--- src/rtl/enc_emulator.sv ---
module enc_emulator #(
  parameter int W       = 16,
  parameter int MIN_RES = 10
) (
  input  logic         clk,
  input  logic         rst_n,
  input  logic [W-1:0] angle,
  input  logic [1:0]   res_sel,
  input  logic         emu_n,
  input  logic         index_en_n,
  input  logic         busy,
  output logic         enc_a,
  output logic         enc_b,
  output logic         index_busy,
  output logic         res_err
);
  localparam int SPAN  = W - MIN_RES;
  localparam int POS_W = $clog2(W);

  logic [1:0]       enc_code;
  logic [1:0]       eff_code;
  logic             emu_q;
  logic             dir_q;
  logic             dir_n;
  logic [W-1:0]     prev_angle;
  logic [W-1:0]     delta;
  logic [W-1:0]     shifted;
  logic [POS_W-1:0] lsb_pos;

  assign eff_code = (enc_code > res_sel) ? res_sel : enc_code;
  assign lsb_pos  = POS_W'(SPAN) - POS_W'({eff_code, 1'b0});
  assign shifted  = angle >> lsb_pos;
  assign delta    = angle - prev_angle;
  assign dir_n    = (delta == '0) ? dir_q : ~delta[W-1];

  always_ff @(posedge clk or negedge rst_n) begin
    if (!rst_n) begin
      enc_code   <= 2'b11;
      emu_q      <= 1'b0;
      dir_q      <= 1'b1;
      prev_angle <= '0;
      enc_a      <= 1'b0;
      enc_b      <= 1'b0;
      index_busy <= 1'b0;
      res_err    <= 1'b0;
    end else begin
      emu_q      <= emu_n;
      if (emu_q && !emu_n) enc_code <= res_sel;
      prev_angle <= angle;
      dir_q      <= dir_n;
      enc_a      <= !emu_n && shifted[1];
      enc_b      <= emu_n ? dir_n : (shifted[0] ^ shifted[1]);
      index_busy <= index_en_n ? busy : (shifted == '0);
      res_err    <= enc_code > res_sel;
    end
  end

  p_capture_r2: assert property (@(posedge clk) disable iff (!rst_n)
    (emu_q && !emu_n) |=> enc_code == $past(res_sel));

  p_ab_hold_r3: assert property (@(posedge clk) disable iff (!rst_n)
    ($past(rst_n) && !emu_n && $past(!emu_n) && angle == $past(angle) &&
     res_sel == $past(res_sel) && enc_code == $past(enc_code))
    |=> $stable({enc_a, enc_b}));

  p_index_zero_r5: assert property (@(posedge clk) disable iff (!rst_n)
    (!index_en_n && angle == '0) |=> index_busy);

  p_busy_pass_r6: assert property (@(posedge clk) disable iff (!rst_n)
    index_en_n |=> index_busy == $past(busy));

  p_err_flag_r9: assert property (@(posedge clk) disable iff (!rst_n)
    (enc_code > res_sel) |=> res_err);
endmodule

--- config.mk ---
export PLATFORM = sky130hd
export DESIGN_NAME = enc_emulator
export DESIGN_NICKNAME = d
export VERILOG_FILES = /design/src/rtl/enc_emulator.sv
export SDC_FILE = /design/constraint.sdc
export NUM_CORES = 1
export LEC_CHECK = 0
export CAP_MARGIN = 40
export CELL_PAD_IN_SITES_DETAIL_PLACEMENT = 0
export CELL_PAD_IN_SITES_GLOBAL_PLACEMENT = 1
export CORE_AREA = 2 2 64 66
export CTS_CLUSTER_SIZE = 28
export DETAILED_ROUTE_END_ITERATION = 7
export DIE_AREA = 0 0 66 68
export DONT_BUFFER_PORTS = 1
export PLACE_DENSITY_LB_ADDON = 0.1
export REMOVE_ABC_BUFFERS = 1
export SLEW_MARGIN = 20
export SYNTH_ARGS = -nofsm -noshare
export SYNTH_HDL_FRONTEND = slang
export SYNTH_SLANG_ARGS = --single-unit
--- constraint.sdc ---
create_clock -name clk -period 6.6 [get_ports clk]
set_clock_uncertainty 0.2 [all_clocks]
set_input_delay 0.33 -clock clk [delete_from_list [all_inputs] [get_ports clk]]
set_output_delay 0.33 -clock clk [all_outputs]
set_load 0.02 [all_outputs]
==> qor.txt, run 1 <==
Status: complete, no violations
Die X: 66 um
Worst setup EP type: flip-flop
Wire per inst: 15.3 um
Cell mode on critical path: inv_1
Mean post-synth cell area: 9.75 um^2
Worst-Skew Late Latency: 0.27 ns
CTS tree: done
Post-Syn Instances: 168
Number of synthesized flops with an enable pin: 0
P&R area growth vs syn: 20.7%
Cell Rows: 23
F_max: 320 MHz
Initial antenna violation count: 0
Post-place setup slack: 3.43 ns
RSZ-0062 raised after global routing: no
Port bufs: 0
Final HPWL DP: 2750 um
Yosys cell types: 47
GPL Wtd Cong: 0.878
Largest stage delay on the critical path: 0.57 ns
CP Cell Sequence: inv_1, ha_1, inv_1, a21oi_1, a21oi_1, mux2i_1, mux4_2, inv_1, ha_1, nor4b_1, o2111ai_1, o21ai_0
CTS sink count: 24
Proportion of layout cells with a drive suffix above 1: 0.110
Nets: 234
Drt via density: 5.43
Routed WL: 3680 um
Clock Tree Buf Depth: 2
Seq cells post-synth: 24
CTS Root Cell: clkbuf_8
Fin Setup TNS: 0 ns
Final hold vios: 0
Final worst slack: 3.48 ns
Post-synthesis cell area: 1640 um^2
ANT nets after route: 0
Count of final setup violators: 0
Peak VDD IR: 0.000127 V
Largest net degree at the start of global routing: 25
Via count: 1309
I/O pin total: 27
H-tree Lvls: 1
TritonCTS Buffers: 3
Core footprint: 3860 um^2
Top FF cell, synth: dfrtp_1
First-pass GRT wire length: 5660 um
Area after DPL: 1700 um^2
Slew HR: 0.673
DRC: 0
Full die area: 4490 um^2
N_diodes: 0
Maxcap violations: 0
Yosys warnings: 0
First-pass DRT Iterations: 7
Seq/Total Area, Yosys: 0.369
FFs w/ async S/R, synth: 1.00
CP required: 6.59 ns
Commonest non-fill, non-tap cell in the layout: inv_1
CP arrival: 3.11 ns
Fin. max-slew vios: 0
Slew @ Worst Pin: 0.477 ns
Period utilisation layout: 0.473
Most frequent cells in the layout: inv_1 (25), dfrtp_1 (21), ha_1 (19), dlygate4sd3_1 (19), a21oi_1 (12)
First DRT Iteration DRCs: 52
Worst-path clk slew: 0.09 ns
Starting Density: 0.425
Design area: 1980 um^2
Total Power: 0.415 mW
Leakage: 0.877 nW
Crit path kind: flip-flop to flip-flop
Total grt overflow: 0
Die Y: 68 um
Kind of start point of the critical path: flip-flop
Minimum clock period: 3.12 ns
GRT Total Usage: 0.170
Post-CTS resize count: 0
Slowest CP cell: mux4_2
Crit-path max FO: 5
Vias in the first global route: 1211
Worst Hold Class: input port to flip-flop
Pwr dens: 210 nW/um^2
cells by family after synthesis:
kind of cell / count (synthesis) / share of synthesized area
AND/OR/NAND/NOR: 47 / 0.172
AO/OA/AOI/OAI: 43 / 0.185
buffers and inverters: 26 / 0.0603
flip-flops: 24 / 0.369
adder cells (fa/ha/maj): 19 / 0.145
multiplexers: 5 / 0.0474
XOR/XNOR: 4 / 0.0214
flip-flops by register name, indices dropped and copies added (netlist names):
register	cells
prev_angle	16
enc_code	2
dir_q	1
emu_q	1
enc_a	1
enc_b	1
index_busy	1
res_err	1
worst max-delay path: cells and delay by family, from the launching register on:
family | cells | cell delay (ns)
multiplexers | 2 | 1.05
AO/OA/AOI/OAI | 4 | 0.56
flip-flops | 1 | 0.54
adder cells (fa/ha/maj) | 2 | 0.30
AND/OR/NAND/NOR | 1 | 0.22
buffers and inverters | 3 | 0.17
what timing repair did:
item,CTS,global route
buffers inserted,0,0
hold buffers,19,1
endpoints found under the hold margin,42,1
area by class of cell:
| class | count | area, um^2 |
|---|---|---|
| tap | 50 | 62.6 |
| sequential | 24 | 604 |
| inverter | 25 | 93.8 |
| multi-input combinational | 118 | 935 |
| timing repair buffer | 20 | 210 |
| clock inverter | 1 | 30.0 |
| fill | 359 | 1880 |
| clock buffer | 3 | 41.3 |
cells in the mapped netlist (3+ instances only):
library cell  number  area (um^2)
nand2_1            6         22.5
dfstp_2            3         78.8
nor4_1             4         25.0
nor3_1             3         15.0
dfrtp_1           21          526
a21oi_1           12         60.1
xnor2_1            3         26.3
ha_1              19          238
nand2b_1           3         18.8
nor2_1            11         41.3
inv_1             25         93.8
nor2b_1            5         31.3
o21ai_0            8         40.0
o21a_1             3         22.5
power breakdown:
part	internal, mW	switching [mW]	total (mW)
Combinational	0.0549	0.0565	0.111
Clock	0.0811	0.0506	0.132
Sequential	0.161	0.0104	0.172
metal layers:
layer  up-vias  global-route usage  routed length [um]
met5         -                   0                   0
met4         0              0.0459                  23
met3         2              0.0313                 167
met2        29               0.284                1760
met1       623               0.228                1730
li1        655                   -                   -
path summary, 6_finish.rpt:
path | start | endpoint | slack, ns | cells past startpoint
max | enc_code[0] | index_busy | 3.48 | 12
min in group asynchronous | rst_n | prev_angle[11] | 0.28 | 2
min | res_sel[1] | enc_code[1] | 0.01 | 1
max in group asynchronous | rst_n | enc_code[0] | 5.70 | 2
max reg2reg | enc_code[0] | index_busy | 3.48 | 12
min reg2reg | enc_code[0] | enc_code[0] | 0.43 | 1
per-stage QoR:
step	hold slack (ns)	instances	utilization
2_1_floorplan	-0.166	167	-
6_report	0.0107	241	0.513
3_3_place_gp	-0.165	217	0.440
3_5_place_dp	-0.165	217	0.440
5_1_grt	0.00219	241	0.513
4_1_cts	0.00300	240	0.510
Note: power is estimated with default switching activity, not from simulation.
==> inputs of run 2 (changes only) <==
--- a/config.mk
+++ b/config.mk
@@ -5,13 +5,14 @@
 export SDC_FILE = /design/constraint.sdc
 export NUM_CORES = 1
 export LEC_CHECK = 0
+export ABC_AREA = 1
 export CAP_MARGIN = 40
 export CELL_PAD_IN_SITES_DETAIL_PLACEMENT = 0
 export CELL_PAD_IN_SITES_GLOBAL_PLACEMENT = 1
-export CORE_AREA = 2 2 64 66
+export CORE_AREA = 2 2 70 72
 export CTS_CLUSTER_SIZE = 28
 export DETAILED_ROUTE_END_ITERATION = 7
-export DIE_AREA = 0 0 66 68
+export DIE_AREA = 0 0 72 74
 export DONT_BUFFER_PORTS = 1
 export PLACE_DENSITY_LB_ADDON = 0.1
 export REMOVE_ABC_BUFFERS = 1
==> constraint.sdc (replaced) <==
create_clock -name clk -period 3.06 [get_ports clk]
set_clock_uncertainty 0.2 [all_clocks]
set_input_delay 0.153 -clock clk [delete_from_list [all_inputs] [get_ports clk]]
set_output_delay 0.153 -clock clk [all_outputs]
set_load 0.02 [all_outputs]
==> qor.txt, run 2 <==
Status: complete, no violations
N_diodes: 0
Crit path kind: flip-flop to flip-flop
P&R area growth vs syn: 18.2%
H-tree Lvls: 1
FFs w/ async S/R, synth: 1.00
Largest register FFs: 16
Leakage: 1.32 nW
Worst-path clk slew: 0.08 ns
DRC: 0
Top cell type's share of synthesized area: 0.268
Total grt overflow: 0
Vias in the first global route: 1768
Period utilisation layout: 0.858
Register area: 604 um^2
ANT nets after route: 0
Fin. max-slew vios: 0
Peak VDD IR: 0.000488 V
Post-synthesis compound-gate area fraction: 0.0656
Fillers: 488
Post-synthesis cell area: 1960 um^2
CP Cell Sequence: inv_1, ha_1, inv_1, nand2_1, nand2_1, nand2_1, nand2_1, o21ai_2, or2_2, o21ai_2, nor2_1, a21oi_1, ha_1, nand3b_1, nor4_1, nand3_1, nand2_1
Core footprint: 4600 um^2
CTS tree: done
Slowest CP cell: dfstp_2
I/O pin total: 27
GPL Wtd Cong: 0.818
First-pass DRT Iterations: 4
Mean post-synth cell area: 6.55 um^2
Nets: 371
Count of final setup violators: 0
Worst Hold Class: input port to flip-flop
Fin Setup TNS: 0 ns
Min-delay src: angle[6]
Final HPWL DP: 3640 um
Post-synthesis mux area share: 0
Worst-Skew Late Latency: 0.26 ns
Maxcap violations: 0
Crit-path max FO: 8
Top FF cell, synth: dfrtp_1
CP arrival: 2.63 ns
Synth Area in Adders: 0.121
Yosys cell types: 27
Die Y: 74 um
Post-CTS resize count: 0
Most frequent cells in the layout: nand2_1 (104), inv_1 (63), dlygate4sd3_1 (23)
F_max: 381 MHz
Clock Tree Buf Depth: 2
Seq/Total Area, Yosys: 0.308
Cell mode on critical path: nand2_1
Routed WL: 4540 um
Finished Core Util: 0.505
Wire per inst: 11.9 um
Via count: 1803
First DRT Iteration DRCs: 69
Full die area: 5330 um^2
Post-Syn Instances: 300
Pwr dens: 383 nW/um^2
Count leader, synth: nand2_1
Largest register by flop count: prev_angle
Number of synthesized flops with an enable pin: 0
Yosys warnings: 0
Crit path from: enc_code[0]
Commonest non-fill, non-tap cell in the layout: nand2_1
TritonCTS Buffers: 3
Initial antenna violation count: 0
Synth Area in Simple Gates: 0.375
Largest stage delay on the critical path: 0.52 ns
CP required: 3.07 ns
Biggest regs: prev_angle (16), enc_code (2)
Area leader, netlist: dfrtp_1
Main combinational cell family by area after synthesis: simple AND/OR/NAND/NOR gates
Proportion of layout cells with a drive suffix above 1: 0.0701
Starting Density: 0.427
CTS sink count: 24
Largest net degree at the start of global routing: 25
Worst setup EP type: flip-flop
RSZ-0062 raised after global routing: no
Top cells by count, synth: nand2_1 (104), inv_1 (63), dfrtp_1 (21), nor2_1 (21), ha_1 (19)
Synth area leaders: dfrtp_1 (27%), nand2_1 (20%), ha_1 (12%)
Drt via density: 4.72
Kind of start point of the critical path: flip-flop
Worst hold slack: 0.0107 ns
Cell Rows: 25
Slew @ Worst Pin: 0.510 ns
Seq cells post-synth: 24
Slew HR: 0.660
Port bufs: 0
Synth Area in XOR/XNOR: 0.00892
Multi-input gate area: 1120 um^2
First-pass GRT wire length: 7810 um
Minimum clock period: 2.63 ns
R2r startpoint: enc_code[0]
GRT Total Usage: 0.187
Final hold vios: 0
Die X: 72 um
CTS Root Cell: clkbuf_8
==> run 2: cell count changes after synthesis, sizes merged, moves of 3 or more <==
cell,before,now
nand3,1,21
inv,25,64
nor4b,3,0
nand4,1,6
nor2b,5,0
o21a,3,0
nor2,11,25
nand2,6,107
nor4,5,1
nand2b,3,0
==> run 2: what timing repair did <==
item	CTS	global route
endpoints found under the hold margin	46	21
buffers inserted	0	0
hold buffers	23	1
==> run 2: critical path, delay by kind of cell (launching register included) <==
kind | cells | cell delay, ns
flops | 1 | 0.52
simple gates | 10 | 1.10
compound gates | 3 | 0.29
buf+inv | 2 | 0.11
fa+ha+maj | 2 | 0.34
==> run 2: cell type report <==
cell class	count	area share
inverter	64	0.103
clock buffer	4	0.0237
timing repair buffer	24	0.101
sequential	24	0.260
tap	54	0.0291
multi-input combinational	212	0.482
==> run 2: logic make-up after synthesis <==
group | count (synthesis)
compound gates | 22
xor+xnor | 2
fa+ha+maj | 19
buf+inv | 64
flops | 24
simple gates | 169
==> run 2: routing by layer <==
metal / wire (um) / global-route usage / share of wire
met3: 101 / 0.0176 / 0.022
met1: 2160 / 0.242 / 0.47
met5: 0 / 0 / 0
met2: 2240 / 0.341 / 0.49
met4: 46 / 0.0461 / 0.010
==> run 2: final timing paths <==
kind / slack [ns] / to / cells after the start
max in group asynchronous: 2.12 / dir_q / 2
min in group asynchronous: 0.18 / prev_angle[13] / 2
setup / recovery: 0.43 / index_busy / 17
hold / removal: 0.01 / index_busy / 5
hold reg to reg: 0.31 / enc_code[1] / 2
setup reg to reg: 0.43 / index_busy / 17
==> run 2: where the power goes <==
part	switching (mW)	internal [mW]
logic	0.187	0.122
registers	0.0224	0.349
clock network	0.0960	0.115
total	0.305	0.585
==> run 2: through the flow <==
stage / area [um^2] / setup slack, ns / power [mW] / std cells
2_1_floorplan: 1960 / 0.625 / 0.599 / 300
3_5_place_dp: 2030 / 0.433 / 0.655 / 354
3_3_place_gp: 2030 / 0.493 / 0.655 / 354
4_1_cts: 2320 / 0.413 / 0.896 / 381
6_report: 2320 / 0.435 / 0.890 / 382
5_1_grt: 2320 / 0.169 / 0.964 / 382
==> inputs of run 3 (changes only) <==
--- a/config.mk
+++ b/config.mk
@@ -5,14 +5,14 @@
 export SDC_FILE = /design/constraint.sdc
 export NUM_CORES = 1
 export LEC_CHECK = 0
-export ABC_AREA = 1
+export ABC_AREA = 0
 export CAP_MARGIN = 40
 export CELL_PAD_IN_SITES_DETAIL_PLACEMENT = 0
 export CELL_PAD_IN_SITES_GLOBAL_PLACEMENT = 1
-export CORE_AREA = 2 2 70 72
+export CORE_AREA = 2 2 64 66
 export CTS_CLUSTER_SIZE = 28
 export DETAILED_ROUTE_END_ITERATION = 7
-export DIE_AREA = 0 0 72 74
+export DIE_AREA = 0 0 66 68
 export DONT_BUFFER_PORTS = 1
 export PLACE_DENSITY_LB_ADDON = 0.1
 export REMOVE_ABC_BUFFERS = 1
==> qor.txt, run 3 (synthesized netlist as in run 1, its figures left out) <==
CP arrival: 2.84 ns
Final hold vios: 0
First DRT Iteration DRCs: 34
Slew @ Worst Pin: 0.375 ns
Full die area: 4490 um^2
Die Y: 68 um
Initial antenna violation count: 0
Commonest non-fill, non-tap cell in the layout: inv_1
CTS Root Cell: clkbuf_8
Drt via density: 5.50
Total grt overflow: 0
Most frequent cells in the layout: inv_1 (25), dlygate4sd3_1 (23), dfrtp_1 (21)
Largest register by flop count: prev_angle
Seq pwr share: 0.406
Design area: 2040 um^2
Clock group share of total power: 0.306
Slew HR: 0.750
Worst Hold Class: input port to flip-flop
ANT nets after route: 0
Logic pwr share: 0.288
Minimum clock period: 2.84 ns
Nets: 239
Placed Instances: 218
Clock Tree Buf Depth: 2
CTS sink count: 24
Period utilisation layout: 0.930
R2R depth: 12
Die X: 66 um
Status: complete, no violations
Post-place setup slack: 0.166 ns
CP required: 3.05 ns
Sw power: 0.261 mW
GRT Total Usage: 0.195
Final worst slack: 0.215 ns
I/O pin total: 27
Internal power: 0.653 mW
Area after DPL: 1700 um^2
Final HPWL DP: 2910 um
Proportion of layout cells with a drive suffix above 1: 0.128
Pwr dens: 448 nW/um^2
Starting Density: 0.425
R2r startpoint: enc_code[0]
RR Endpoint: index_busy
Count of final setup violators: 0
Peak VDD IR: 0.000256 V
N_diodes: 0
Worst setup EP type: flip-flop
P&R area growth vs syn: 24.4%
Crit-path max FO: 3
Worst-path clk slew: 0.09 ns
Fin. max-slew vios: 0
Leakage: 0.897 nW
TritonCTS Buffers: 3
R2R Setup Slk: 0.22 ns
GPL Wtd Cong: 0.886
Largest register FFs: 16
Crit path kind: flip-flop to flip-flop
Final std cells w/o fill: 246
Worst-Skew Late Latency: 0.27 ns
Vias in the first global route: 1348
Port bufs: 0
DRC: 0
F_max: 352 MHz
Via count: 1354
Switching share of power: 0.286
Wire per inst: 16.1 um
Crit path from: enc_code[0]
CTS tree: done
Maxcap violations: 0
Biggest regs: prev_angle (16), enc_code (2)
Largest net degree at the start of global routing: 25
Cell Rows: 23
Kind of start point of the critical path: flip-flop
First-pass GRT wire length: 6490 um
Routed WL: 3950 um
First-pass DRT Iterations: 4
Fin Setup TNS: 0 ns
RSZ-0062 raised after global routing: no
Core footprint: 3860 um^2
H-tree Lvls: 1
Worst Setup EP: index_busy
Post-CTS setup buffers: 0
[run 3: changes by cell type in the layout (fill, tap and decap cells not counted), sizes merged, moves of 3 or more]
cell    change
nand2b      +3
nand3      -20
nor4b       +3
nand4       -5
inv        -39
o21a        +3
nor2b       +5
nand2     -101
nor2       -14
nor4        +4
[run 3: area by class of cell]
type	instances	area, um^2
Tap cell	50	62.6
Inverter	25	93.8
Sequential cell	24	604
Fill cell	362	1820
Timing Repair Buffer	25	258
Clock buffer	3	41.3
Clock inverter	1	30.0
Multi-Input combinational cell	118	948
[run 3: worst min-delay path by stage]
stage | startpoint | depth (start not counted) | endpoint
4_1_cts | res_sel[1] | 3 | res_err
3_5_place_dp | rst_n | 0 | prev_angle[8]
6_report | res_sel[1] | 3 | res_err
2_1_floorplan | rst_n | 0 | emu_q
3_3_place_gp | rst_n | 0 | prev_angle[12]
5_1_grt | res_sel[1] | 3 | res_err
[run 3: metal layers]
metal | vias to the layer above | wire (um) | track usage
met5 | - | 0 | 0
met4 | 0 | 40 | 0.0612
met3 | 4 | 204 | 0.0280
met2 | 32 | 1990 | 0.337
met1 | 647 | 1720 | 0.255
li1 | 671 | - | -
[run 3: power by group through the flow]
stage / combinational, mW / clock, mW / sequential, mW
2_1_floorplan: 0.174 / 0 / 0.374
3_3_place_gp: 0.209 / 0 / 0.376
3_5_place_dp: 0.217 / 0 / 0.377
4_1_cts: 0.257 / 0.293 / 0.371
5_1_grt: 0.296 / 0.304 / 0.375
6_report: 0.263 / 0.280 / 0.371
[run 3: per-stage QoR]
step	util	power [mW]	hold slack, ns
6_report	0.529	0.914	0.00293
5_1_grt	0.529	0.975	0.0120
4_1_cts	0.525	0.921	0.000412
3_5_place_dp	0.442	0.594	-0.342
3_3_place_gp	0.442	0.586	-0.342
2_1_floorplan	-	0.548	-0.343
[run 3: critical path, stage by stage, from the launching register on]
cell	delay [ns]
dfstp_2	0.56
inv_1	0.05
ha_1	0.18
inv_1	0.06
a21oi_1	0.07
a21oi_2	0.16
mux2i_2	0.27
mux4_2	0.52
inv_1	0.07
ha_1	0.14
nor4b_2	0.21
o2111ai_1	0.13
o21ai_0	0.16
[run 3: what timing repair did]
item	CTS	global route
resized for setup	0	3
hold buffers	24	0
endpoints found under the setup margin	0	1
endpoints found under the hold margin	47	0
